[src/rtl/boot_sel_pkg.sv]
// Package: shared encodings for the reset boot mode selector.
// Assumes: two-bit codes are enough for the cause and the loader choice.
package boot_sel_pkg;
    typedef enum logic [1:0] {
        SRC_NONE    = 2'd0,
        SRC_PIN     = 2'd1,
        SRC_FUSE    = 2'd2,
        SRC_DEFAULT = 2'd3
    } boot_src_e;

    typedef enum logic [1:0] {
        LDR_APP     = 2'd0,
        LDR_BUILTIN = 2'd1,
        LDR_USER    = 2'd2,
        LDR_RSVD    = 2'd3
    } loader_e;
endpackage

[src/rtl/boot_priority_decode.sv]
// Module: boot_priority_decode
// Combinational priority between the programming pin and the jump fuse.
// The pin wins over the fuse, and the fuse wins over the default path.
// Assumes: inputs are already stable when the sampler captures the result.
module boot_priority_decode
    import boot_sel_pkg::*;
#(
    parameter int ADDR_W = 16,
    parameter int BYTE_W = 8,
    parameter logic [ADDR_W-1:0] BOOT_BASE = 16'hF000,
    parameter logic [BYTE_W-1:0] FCTL_PIN  = 8'h00,
    parameter logic [BYTE_W-1:0] FCTL_DFLT = 8'hF0
) (
    input  logic              pin_n,
    input  logic              fuse,
    output logic              dec_en,
    output logic [ADDR_W-1:0] dec_start,
    output logic [BYTE_W-1:0] dec_fctl,
    output boot_src_e         dec_src
);
    // Priority selection of the three boot causes.
    always_comb begin
        if (!pin_n) begin
            dec_en    = 1'b1;
            dec_start = BOOT_BASE;
            dec_fctl  = FCTL_PIN;
            dec_src   = SRC_PIN;
        end else if (!fuse) begin
            dec_en    = 1'b1;
            dec_start = BOOT_BASE;
            dec_fctl  = FCTL_DFLT;
            dec_src   = SRC_FUSE;
        end else begin
            dec_en    = 1'b0;
            dec_start = '0;
            dec_fctl  = FCTL_DFLT;
            dec_src   = SRC_DEFAULT;
        end
    end
endmodule

[src/rtl/boot_latch.sv]
// Module: boot_latch
// Captures the decoded reset decision and the software vector on the first
// clock after reset release, then holds them. It also owns the boot-enable
// flag, which software may rewrite once the capture is done.
// Assumes: synchronous active-low reset; a write on the capture edge loses.
module boot_latch
    import boot_sel_pkg::*;
#(
    parameter int ADDR_W = 16,
    parameter int BYTE_W = 8,
    parameter logic [BYTE_W-1:0] FCTL_DFLT = 8'hF0
) (
    input  logic              clk,
    input  logic              rst_n,
    input  logic              dec_en,
    input  logic [ADDR_W-1:0] dec_start,
    input  logic [BYTE_W-1:0] dec_fctl,
    input  boot_src_e         dec_src,
    input  logic [BYTE_W-1:0] vec_in,
    input  logic              wr,
    input  logic              wdata,
    output logic              ready,
    output logic              en,
    output logic [ADDR_W-1:0] start,
    output logic [BYTE_W-1:0] fctl,
    output logic [BYTE_W-1:0] vec,
    output boot_src_e         src
);
    logic capture;
    assign capture = !ready;

    // Capture-once register set for the reset decision.
    always_ff @(posedge clk) begin
        if (!rst_n) begin
            ready <= 1'b0;
            start <= '0;
            fctl  <= FCTL_DFLT;
            vec   <= '0;
            src   <= SRC_NONE;
        end else if (capture) begin
            ready <= 1'b1;
            start <= dec_start;
            fctl  <= dec_fctl;
            vec   <= vec_in;
            src   <= dec_src;
        end
    end

    // Boot-enable flag: seeded by the capture, then software writable.
    always_ff @(posedge clk) begin
        if (!rst_n)       en <= 1'b0;
        else if (capture) en <= dec_en;
        else if (wr)      en <= wdata;
    end

    a_r5_hold_decision: assert property (@(posedge clk) disable iff (!rst_n)
        (ready && $past(ready)) |-> ($stable(start) && $stable(fctl) && $stable(src) && $stable(vec)));

    a_r7_sw_write: assert property (@(posedge clk) disable iff (!rst_n)
        ($past(ready) && $past(wr)) |-> (en == $past(wdata)));
endmodule

[src/rtl/loader_select.sv]
// Module: loader_select
// Second-stage choice made by the boot-area code: built-in loader, user
// loader at {vector, 00h}, or the application when not starting in boot.
// Assumes: the inputs are held registers, so the output is stable.
module loader_select
    import boot_sel_pkg::*;
#(
    parameter int ADDR_W = 16,
    parameter int BYTE_W = 8,
    parameter logic [ADDR_W-1:0] BOOT_BASE = 16'hF000,
    parameter logic [BYTE_W-1:0] FCTL_PIN  = 8'h00,
    parameter logic [BYTE_W-1:0] VEC_LIMIT = 8'hF0
) (
    input  logic [ADDR_W-1:0] start,
    input  logic [BYTE_W-1:0] fctl,
    input  logic [BYTE_W-1:0] vec,
    output loader_e           sel,
    output logic [ADDR_W-1:0] entry
);
    localparam int PAD_W = ADDR_W - BYTE_W;

    // Loader choice and entry address.
    always_comb begin
        if (start != BOOT_BASE) begin
            sel   = LDR_APP;
            entry = start;
        end else if (fctl == FCTL_PIN) begin
            sel   = LDR_BUILTIN;
            entry = BOOT_BASE;
        end else if (vec < VEC_LIMIT) begin
            sel   = LDR_USER;
            entry = {vec, {PAD_W{1'b0}}};
        end else begin
            sel   = LDR_BUILTIN;
            entry = BOOT_BASE;
        end
    end
endmodule

[src/rtl/boot_region_decode.sv]
// Module: boot_region_decode
// Tells whether a code address lies in the mapped boot window.
// Assumes: the window is a power-of-two block aligned to its size.
module boot_region_decode #(
    parameter int ADDR_W    = 16,
    parameter int BOOT_SIZE = 4096,
    parameter logic [ADDR_W-1:0] BOOT_BASE = 16'hF000
) (
    input  logic              en,
    input  logic [ADDR_W-1:0] addr,
    output logic              hit
);
    localparam int OFF_W = $clog2(BOOT_SIZE);

    // Upper-bit compare gated by the enable flag.
    always_comb hit = en && (addr[ADDR_W-1:OFF_W] == BOOT_BASE[ADDR_W-1:OFF_W]);
endmodule

[src/rtl/boot_mode_select.sv]
// Module: boot_mode_select (top)
// Reset-time boot decision, boot-enable flag, loader choice and window test.
// Assumes: synchronous active-low reset held for at least one clock edge.
module boot_mode_select
    import boot_sel_pkg::*;
#(
    parameter int ADDR_W    = 16,
    parameter int BYTE_W    = 8,
    parameter int BOOT_SIZE = 4096,
    parameter logic [ADDR_W-1:0] BOOT_BASE = 16'hF000,
    parameter logic [BYTE_W-1:0] FCTL_PIN  = 8'h00,
    parameter logic [BYTE_W-1:0] FCTL_DFLT = 8'hF0,
    parameter logic [BYTE_W-1:0] VEC_LIMIT = 8'hF0
) (
    input  logic              clk,
    input  logic              rst_n,
    input  logic              isp_n_i,
    input  logic              jump_fuse_i,
    input  logic [BYTE_W-1:0] sw_vec_i,
    input  logic              bootbit_wr_i,
    input  logic              bootbit_wdata_i,
    input  logic [ADDR_W-1:0] code_addr_i,
    output logic              ready_o,
    output logic              boot_en_o,
    output logic [ADDR_W-1:0] start_addr_o,
    output logic [BYTE_W-1:0] fctl_init_o,
    output logic [1:0]        boot_src_o,
    output logic [1:0]        loader_sel_o,
    output logic [ADDR_W-1:0] loader_addr_o,
    output logic              boot_hit_o
);
    logic              dec_en;
    logic [ADDR_W-1:0] dec_start;
    logic [BYTE_W-1:0] dec_fctl;
    boot_src_e         dec_src;
    boot_src_e         held_src;
    logic [BYTE_W-1:0] held_vec;
    loader_e           ldr;

    boot_priority_decode #(
        .ADDR_W(ADDR_W), .BYTE_W(BYTE_W), .BOOT_BASE(BOOT_BASE),
        .FCTL_PIN(FCTL_PIN), .FCTL_DFLT(FCTL_DFLT)
    ) u_dec (
        .pin_n(isp_n_i), .fuse(jump_fuse_i),
        .dec_en(dec_en), .dec_start(dec_start), .dec_fctl(dec_fctl), .dec_src(dec_src)
    );

    boot_latch #(
        .ADDR_W(ADDR_W), .BYTE_W(BYTE_W), .FCTL_DFLT(FCTL_DFLT)
    ) u_latch (
        .clk(clk), .rst_n(rst_n),
        .dec_en(dec_en), .dec_start(dec_start), .dec_fctl(dec_fctl), .dec_src(dec_src),
        .vec_in(sw_vec_i), .wr(bootbit_wr_i), .wdata(bootbit_wdata_i),
        .ready(ready_o), .en(boot_en_o), .start(start_addr_o), .fctl(fctl_init_o),
        .vec(held_vec), .src(held_src)
    );

    loader_select #(
        .ADDR_W(ADDR_W), .BYTE_W(BYTE_W), .BOOT_BASE(BOOT_BASE),
        .FCTL_PIN(FCTL_PIN), .VEC_LIMIT(VEC_LIMIT)
    ) u_ldr (
        .start(start_addr_o), .fctl(fctl_init_o), .vec(held_vec),
        .sel(ldr), .entry(loader_addr_o)
    );

    boot_region_decode #(
        .ADDR_W(ADDR_W), .BOOT_SIZE(BOOT_SIZE), .BOOT_BASE(BOOT_BASE)
    ) u_region (
        .en(boot_en_o), .addr(code_addr_i), .hit(boot_hit_o)
    );

    // Enum outputs flattened onto plain ports.
    assign boot_src_o   = held_src;
    assign loader_sel_o = ldr;

    a_r2_pin_seeds_zero: assert property (@(posedge clk) disable iff (!rst_n)
        (ready_o && boot_src_o == SRC_PIN) |-> (fctl_init_o == FCTL_PIN && start_addr_o == BOOT_BASE));

    a_r6_user_loader: assert property (@(posedge clk) disable iff (!rst_n)
        (loader_sel_o == LDR_USER) |-> (start_addr_o == BOOT_BASE && fctl_init_o != FCTL_PIN
            && loader_addr_o[ADDR_W-BYTE_W-1:0] == '0 && loader_addr_o[ADDR_W-1:ADDR_W-BYTE_W] < VEC_LIMIT));

    a_r4_app_path: assert property (@(posedge clk) disable iff (!rst_n)
        (ready_o && start_addr_o != BOOT_BASE) |-> (loader_sel_o == LDR_APP && fctl_init_o == FCTL_DFLT));

    a_r8_window_hit: assert property (@(posedge clk) disable iff (!rst_n)
        boot_hit_o |-> (boot_en_o && code_addr_i >= BOOT_BASE));
endmodule

[config.mk]
export PLATFORM = sky130hd
export DESIGN_NAME = boot_mode_select
export DESIGN_NICKNAME = d
export VERILOG_FILES = /design/src/rtl/boot_sel_pkg.sv /design/src/rtl/boot_priority_decode.sv /design/src/rtl/boot_latch.sv /design/src/rtl/loader_select.sv /design/src/rtl/boot_region_decode.sv /design/src/rtl/boot_mode_select.sv
export SDC_FILE = /design/constraint.sdc
export NUM_CORES = 1
export LEC_CHECK = 0
export ABC_AREA = 1
export BUFFER_PORTS_ARGS = -buffer_cell sky130_fd_sc_hd__buf_2
export CAP_MARGIN = 20
export CORE_UTILIZATION = 32
export CTS_BUF_LIST = sky130_fd_sc_hd__clkbuf_16
export DETAILED_ROUTE_END_ITERATION = 10
export GPL_TIMING_DRIVEN = 0
export PLACE_DENSITY = 0.84
export SLEW_MARGIN = 20
export SYNTH_ARGS = -nofsm -noshare
export SYNTH_HDL_FRONTEND = slang
export SYNTH_SLANG_ARGS = --single-unit
[constraint.sdc]
create_clock -name clk -period 0.95 [get_ports clk]
set_clock_uncertainty 0.2 [all_clocks]
set_input_delay 0.0475 -clock clk [delete_from_list [all_inputs] [get_ports clk]]
set_output_delay 0.0475 -clock clk [all_outputs]
set_load 0.1 [all_outputs]
==> impl_metrics.env, run 1 <==
export IMPL_status="complete, but fails checks"
export IMPL_violations="negative hold slack, negative setup slack"
export IMPL_clk_pin_slew_ns=0.05
export IMPL_cap_violations=0
export IMPL_p_clk_frac=0.251
export IMPL_powerDensity_nw_per_um2=1390
export IMPL_yosysTopAreaCell="dfxtp_1"
export IMPL_synth_top_family_by_area="buffers and inverters"
export IMPL_synthFlopType="dfxtp_1"
export IMPL_regToRegEndpoint="u_latch.fctl[6]"
export IMPL_antenna_left=0
export IMPL_async_reset_ff_frac=0
export IMPL_yosysMostFrequentCell="buf_4"
export IMPL_synth_seq_cells=14
export IMPL_clock_sinks=14
export IMPL_fmaxAchievable_mhz=647
export IMPL_hold_viol=8
export IMPL_leakage_nw=1.07
export IMPL_worst_hold_slack_ns=-0.119
export IMPL_syn_to_final_growth_pct=169
export IMPL_fin_ws_ns=-0.595
export IMPL_drive_gt1_frac=0.713
export IMPL_switching_power_w=0.00135
export IMPL_synthCells=116
export IMPL_synth_warnings=0
export IMPL_post_route_period_util=1.63
export IMPL_r2r_slack_ns=-0.32
export IMPL_grt_pass1_wl_mm=3.82
export IMPL_p_seq_frac=0.218
export IMPL_synth_xor_area_frac=0
export IMPL_swShare=0.441
export IMPL_place_congestion=0.769
export IMPL_drt_wl_total_mm=3.17
export IMPL_fp_dieH_um=52.7
export IMPL_timing_rr_start="u_latch.fctl[6]"
export IMPL_holdPathStages=3
export IMPL_critical_path_startpoint_type="register"
export IMPL_synthMuxAreaShare=0
export IMPL_setup_viol=36
export IMPL_endpoint_kind="primary output"
export IMPL_cts_buffers=3
export IMPL_synthTopCellsByCount="buf_4, nor2_1, dfxtp_1"
export IMPL_overflow=0
export IMPL_grt_start_max_net_pins=11
export IMPL_fin_nets=241
export IMPL_total_power_w=0.00307
export IMPL_placementRows=18
export IMPL_syn_avg_cell_area_um2=7.09
export IMPL_grt_use_total=0.193
export IMPL_grt_pass1_vias=942
export IMPL_whs_endpoint="u_latch.vec[2]"
export IMPL_core_area_um2=2450
export IMPL_vias=1007
export IMPL_ir_drop_v=0.00141
export IMPL_worstPathRequired_ns=0.70
export IMPL_maxSlewViolCount=0
export IMPL_hp_start="sw_vec_i[2]"
export IMPL_num_antenna_cells=0
export IMPL_ios=77
export IMPL_insertion_delay_ns=0.24
export IMPL_reg2reg_depth=3
export IMPL_cts_root_buf="clkbuf_16"
export IMPL_portBuffers=40
export IMPL_hold_class="input pin to register"
export IMPL_power_internal_w=0.00172
export IMPL_drt_first_pass_iters=2
export IMPL_fin_crit_ns=1.54
export IMPL_cp_max_fo=5
export IMPL_finish_utilization=0.902
export IMPL_worstSetupPathType="register to primary output"
export IMPL_synth_top_cells_by_area="dfxtp_1, buf_4, nor2_1"
export IMPL_synth_edff_count=0
export IMPL_die_width_um=52.7
export IMPL_cts_buffer_depth=2
export IMPL_drt_iter0_drc=5
export IMPL_dieArea_um2=2780
export IMPL_synthDominantCellAreaShare=0.341
export IMPL_hold_buffers=7
export IMPL_ys_seq_area_frac=0.341
export IMPL_synth_compound_area_frac=0.107
export IMPL_power_share_combinational=0.531
export IMPL_drcViolationCount=0
export IMPL_antenna_found_initial=0
export IMPL_rsz0062_at_grt="yes"
export IMPL_cts_tree="done"
export IMPL_initial_core_util=0.335
export IMPL_htreeDepth=1
export IMPL_ys_types=13
export IMPL_netlist_area_um2=822
export IMPL_wl_per_cell_um=13.3
export IMPL_critPathLaunch="u_latch.vec[6]"
export IMPL_fillers=99
export IMPL_dp_hpwl_mm=1.45
export IMPL_synthSimpleGateAreaFrac=0.181
export IMPL_fin_tns_setup_ns=-11.12
export IMPL_drt_vias_per_instance=4.21
export IMPL_worstPathArrival_ns=1.30
export IMPL_synthAdderAreaFrac=0
## power by group through the flow
| stage | clock network, W | logic [W] | registers [W] |
|---|---|---|---|
| after global placement | 0 | 0.00118 | 0.000677 |
| after detailed placement | 0 | 0.00118 | 0.000679 |
| after CTS | 0.000780 | 0.00151 | 0.000668 |
| after floorplan | 0 | 0.000958 | 0.000794 |
| final | 0.000772 | 0.00163 | 0.000669 |
| after global routing | 0.000815 | 0.00168 | 0.000672 |
## per-layer routing
layer / global-route usage / up-vias / share of wire
li1: - / 491 / -
met1: 0.181 / 457 / 0.39
met2: 0.388 / 53 / 0.53
met3: 0.0464 / 6 / 0.057
met4: 0.0746 / 0 / 0.020
met5: 0 / - / 0
## cell usage in the layout, fill, tap and decap left out
cell type,count
buf_4,32
buf_12,26
conb_1,24
buf_2,18
nor2_4,13
buf_6,12
nor2_1,9
inv_1,8
o21ai_2,8
dlygate4sd3_1,7
nand2_4,6
a21oi_2,6
dfxtp_4,6
dfxtp_1,4
dfxtp_2,4
nand2_1,3
nand3_1,3
clkbuf_16,3
buf_16,3
clkinvlp_4,2
inv_2,2
buf_8,2
nand2_2,1
nand3_4,1
a21oi_4,1
clkinv_8,1
nand3_2,1
nor2_2,1
o211ai_1,1
o21ai_1,1
## cell families (layout without fill, tap and decap cells)
logic type	after synthesis	in the layout
buffers and inverters	46	116
other	1	24
AND/OR/NAND/NOR	38	38
AO/OA/AOI/OAI	17	17
flip-flops	14	14
## metrics by stage
stage	std cells	setup WS (ns)	cell area, µm²
final	239	-0.595	2210
after detailed placement	209	-0.632	1340
after global placement	209	-0.595	1340
after CTS	233	-0.572	2060
after global routing	239	-0.656	2210
after floorplan	139	-0.725	1110
## state kept, by name, indices dropped and copies added (netlist names)
signal / cells
u_latch.vec: 8
u_latch.src: 2
u_latch.en: 1
u_latch.fctl: 1
u_latch.ready: 1
u_latch.start: 1
## cell type report
cell class / count / area (µm²) / area share
Timing Repair Buffer: 68 / 875 / 0.395
Multi-Input combinational cell: 79 / 556 / 0.251
Sequential cell: 14 / 308 / 0.139
Buffer: 32 / 294 / 0.133
Clock buffer: 3 / 75.1 / 0.0339
Inverter: 13 / 68.8 / 0.0311
Tap cell: 30 / 37.5 / 0.0170
## how the worst max path moves through the flow
| stage | end | cells after the start |
|---|---|---|
| after floorplan | loader_sel_o[0] | 2 |
| after global placement | loader_addr_o[10] | 6 |
| after detailed placement | loader_addr_o[10] | 6 |
| after CTS | loader_addr_o[10] | 6 |
| after global routing | loader_addr_o[11] | 6 |
| final | loader_addr_o[11] | 6 |
## timing repair
| action | CTS | global route |
|---|---|---|
| pin swaps | 9 | 10 |
| gates resized for setup | 121 | 32 |
| hold endpoints to repair | 14 | 7 |
| setup endpoints to repair | 36 | 36 |
| buffers inserted | 13 | 7 |
| gates cloned | 2 | 0 |
## worst max-delay path, cell delays in order, from the launching register on
cell     delay [ns]
dfxtp_2        0.32
nand2_1        0.09
inv_2          0.05
nand2_4        0.08
nand3_4        0.16
nor2_4         0.17
buf_12         0.18
Power figures use the tool's default switching activity.
==> run 2, diff against run 1 <==
--- a/config.mk
+++ b/config.mk
@@ -12,7 +12,7 @@
 export CTS_BUF_LIST = sky130_fd_sc_hd__clkbuf_16
 export DETAILED_ROUTE_END_ITERATION = 10
 export GPL_TIMING_DRIVEN = 0
-export PLACE_DENSITY = 0.84
+export PLACE_DENSITY = 0.82
 export SLEW_MARGIN = 20
 export SYNTH_ARGS = -nofsm -noshare
 export SYNTH_HDL_FRONTEND = slang
==> constraint.sdc (replaced) <==
create_clock -name clk -period 0.95 [get_ports clk]
set_clock_uncertainty 0.2 [all_clocks]
set_input_delay 0.19 -clock clk [delete_from_list [all_inputs] [get_ports clk]]
set_output_delay 0.19 -clock clk [all_outputs]
set_load 0.1 [all_outputs]
==> impl_metrics.env, run 2 (synthesis gave the netlist of run 1 again) <==
export IMPL_status="complete, but fails checks"
export IMPL_violations="negative hold slack, negative setup slack"
export IMPL_hp_start="sw_vec_i[5]"
export IMPL_worstSetupPathType="register to primary output"
export IMPL_worstPathArrival_ns=1.26
export IMPL_fmaxAchievable_mhz=607
export IMPL_placementRows=18
export IMPL_crit_family="simple AND/OR/NAND/NOR gates"
export IMPL_reg2reg_depth=5
export IMPL_critical_path_max_stage_delay_ns=0.32
export IMPL_vias=958
export IMPL_hold_buffers=1
export IMPL_grt_pass1_wl_mm=3.82
export IMPL_clock_sinks=14
export IMPL_fin_nets=233
export IMPL_worstPathRequired_ns=0.56
export IMPL_holdPathStages=3
export IMPL_drt_first_pass_iters=3
export IMPL_setup_viol=36
export IMPL_reg_largest_list="u_latch.vec x8, u_latch.src x2"
export IMPL_die_width_um=52.7
export IMPL_overflow=0
export IMPL_critical_path_buf_inv_count=2
export IMPL_initial_core_util=0.335
export IMPL_largest_reg_flops=8
export IMPL_drcViolationCount=0
export IMPL_dp_hpwl_mm=1.45
export IMPL_endpoint_kind="primary output"
export IMPL_fin_ws_ns=-0.698
export IMPL_grt_start_max_net_pins=11
export IMPL_regToRegEndpoint="u_latch.start[14]"
export IMPL_cts_root_buf="clkbuf_16"
export IMPL_powerDensity_nw_per_um2=1420
export IMPL_fillers=114
export IMPL_place_congestion=0.740
export IMPL_drt_wl_total_mm=2.72
export IMPL_hold_viol=3
export IMPL_leakage_nw=1.03
export IMPL_drt_iter0_drc=8
export IMPL_grt_pass1_vias=892
export IMPL_clk_pin_slew_ns=0.05
export IMPL_dieArea_um2=2780
export IMPL_layout_commonest_cell="buf_4"
export IMPL_drive_gt1_frac=0.743
export IMPL_wl_per_cell_um=11.7
export IMPL_rsz0062_at_grt="yes"
export IMPL_worst_hold_slack_ns=-0.0124
export IMPL_antenna_left=0
export IMPL_htreeDepth=1
export IMPL_whs_endpoint="u_latch.vec[5]"
export IMPL_ir_drop_v=0.00121
export IMPL_cp_max_fo=5
export IMPL_fp_dieH_um=52.7
export IMPL_timing_rr_start="u_latch.start[14]"
export IMPL_total_power_w=0.00302
export IMPL_cp_slowest_cell="dfxtp_2"
export IMPL_top_register="u_latch.vec"
export IMPL_maxSlewViolCount=0
export IMPL_fin_tns_setup_ns=-12.98
export IMPL_r2r_slack_ns=-0.19
export IMPL_hold_class="input pin to register"
export IMPL_cts_buffers=3
export IMPL_crit_chain="nand2_2 -> inv_2 -> nand2_4 -> nand3_4 -> nor2_4 -> buf_12"
export IMPL_num_antenna_cells=0
export IMPL_drt_vias_per_instance=4.13
export IMPL_critical_path_startpoint_type="register"
export IMPL_core_area_um2=2450
export IMPL_antenna_found_initial=0
export IMPL_syn_to_final_growth_pct=159
export IMPL_grt_use_total=0.192
export IMPL_insertion_delay_ns=0.23
export IMPL_post_route_period_util=1.73
export IMPL_cts_tree="done"
export IMPL_portBuffers=40
export IMPL_layout_common_cells="buf_4, buf_12, conb_1, buf_2, buf_6"
export IMPL_ios=77
export IMPL_cts_buffer_depth=2
export IMPL_fin_crit_ns=1.65
export IMPL_cap_violations=0
## run 2: changes by cell type in the layout (fill, tap and decap cells not counted), sizes merged
cell,delta
dlygate4sd3,-7
buf,-2
dlymetal6s4s,+1
inv,+1
## run 2: per-stage QoR
stage	setup slack (ns)	util	area (µm²)	instances
after floorplan	-0.868	-	1110	139
after global placement	-0.737	0.549	1350	209
after detailed placement	-0.730	0.549	1350	209
after CTS	-0.688	0.840	2060	230
after global routing	-0.741	0.866	2130	232
final	-0.698	0.866	2130	232
## run 2: final cells by class
class,instances,area [µm²],share of cell area
buffer,32,294,0.138
clock buffer,3,75.1,0.0353
clock inverter,1,3.75,0.00176
inverter,13,68.8,0.0324
multi-input combinational,79,586,0.275
sequential,14,308,0.145
tap,30,37.5,0.0176
timing repair buffer,60,754,0.355
## run 2: where the power goes
group,switching [W],total (W),internal [W]
Sequential,0.0000431,0.000672,0.000629
Clock,0.000221,0.000775,0.000554
Combinational,0.00107,0.00158,0.000505
## run 2: how the worst max path moves through the flow
stage | from | endpoint | slack [ns] | depth (start not counted)
floorplan | u_latch.start[14] | loader_sel_o[0] | -0.87 | 2
finish | u_latch.vec[7] | loader_addr_o[11] | -0.70 | 6
global placement | u_latch.vec[6] | loader_addr_o[10] | -0.74 | 6
detailed placement | u_latch.vec[5] | loader_addr_o[10] | -0.73 | 6
global route | u_latch.vec[7] | loader_addr_o[11] | -0.74 | 6
CTS | u_latch.vec[4] | loader_addr_o[11] | -0.69 | 6
## run 2: worst min-delay path: cells and delay by family
| family | cells | cell delay (ns) |
|---|---|---|
| compound gates | 1 | 0.05 |
| buf+inv | 1 | 0.08 |
| simple gates | 1 | 0.07 |
## run 2: what timing repair did
item | CTS | global route
pin swaps | 11 | 7
gates cloned | 2 | 0
gates resized for setup | 132 | 21
endpoints found under the setup margin | 36 | 37
buffers inserted | 14 | 5
hold endpoints to repair | 6 | 1
## run 2: per-layer routing
metal / routed length (µm) / global-route usage / part of all wire
met1: 915 / 0.184 / 0.34
met5: 0 / 0 / 0
met4: 17 / 0.0526 / 0.0063
met3: 130 / 0.0290 / 0.048
met2: 1660 / 0.403 / 0.61
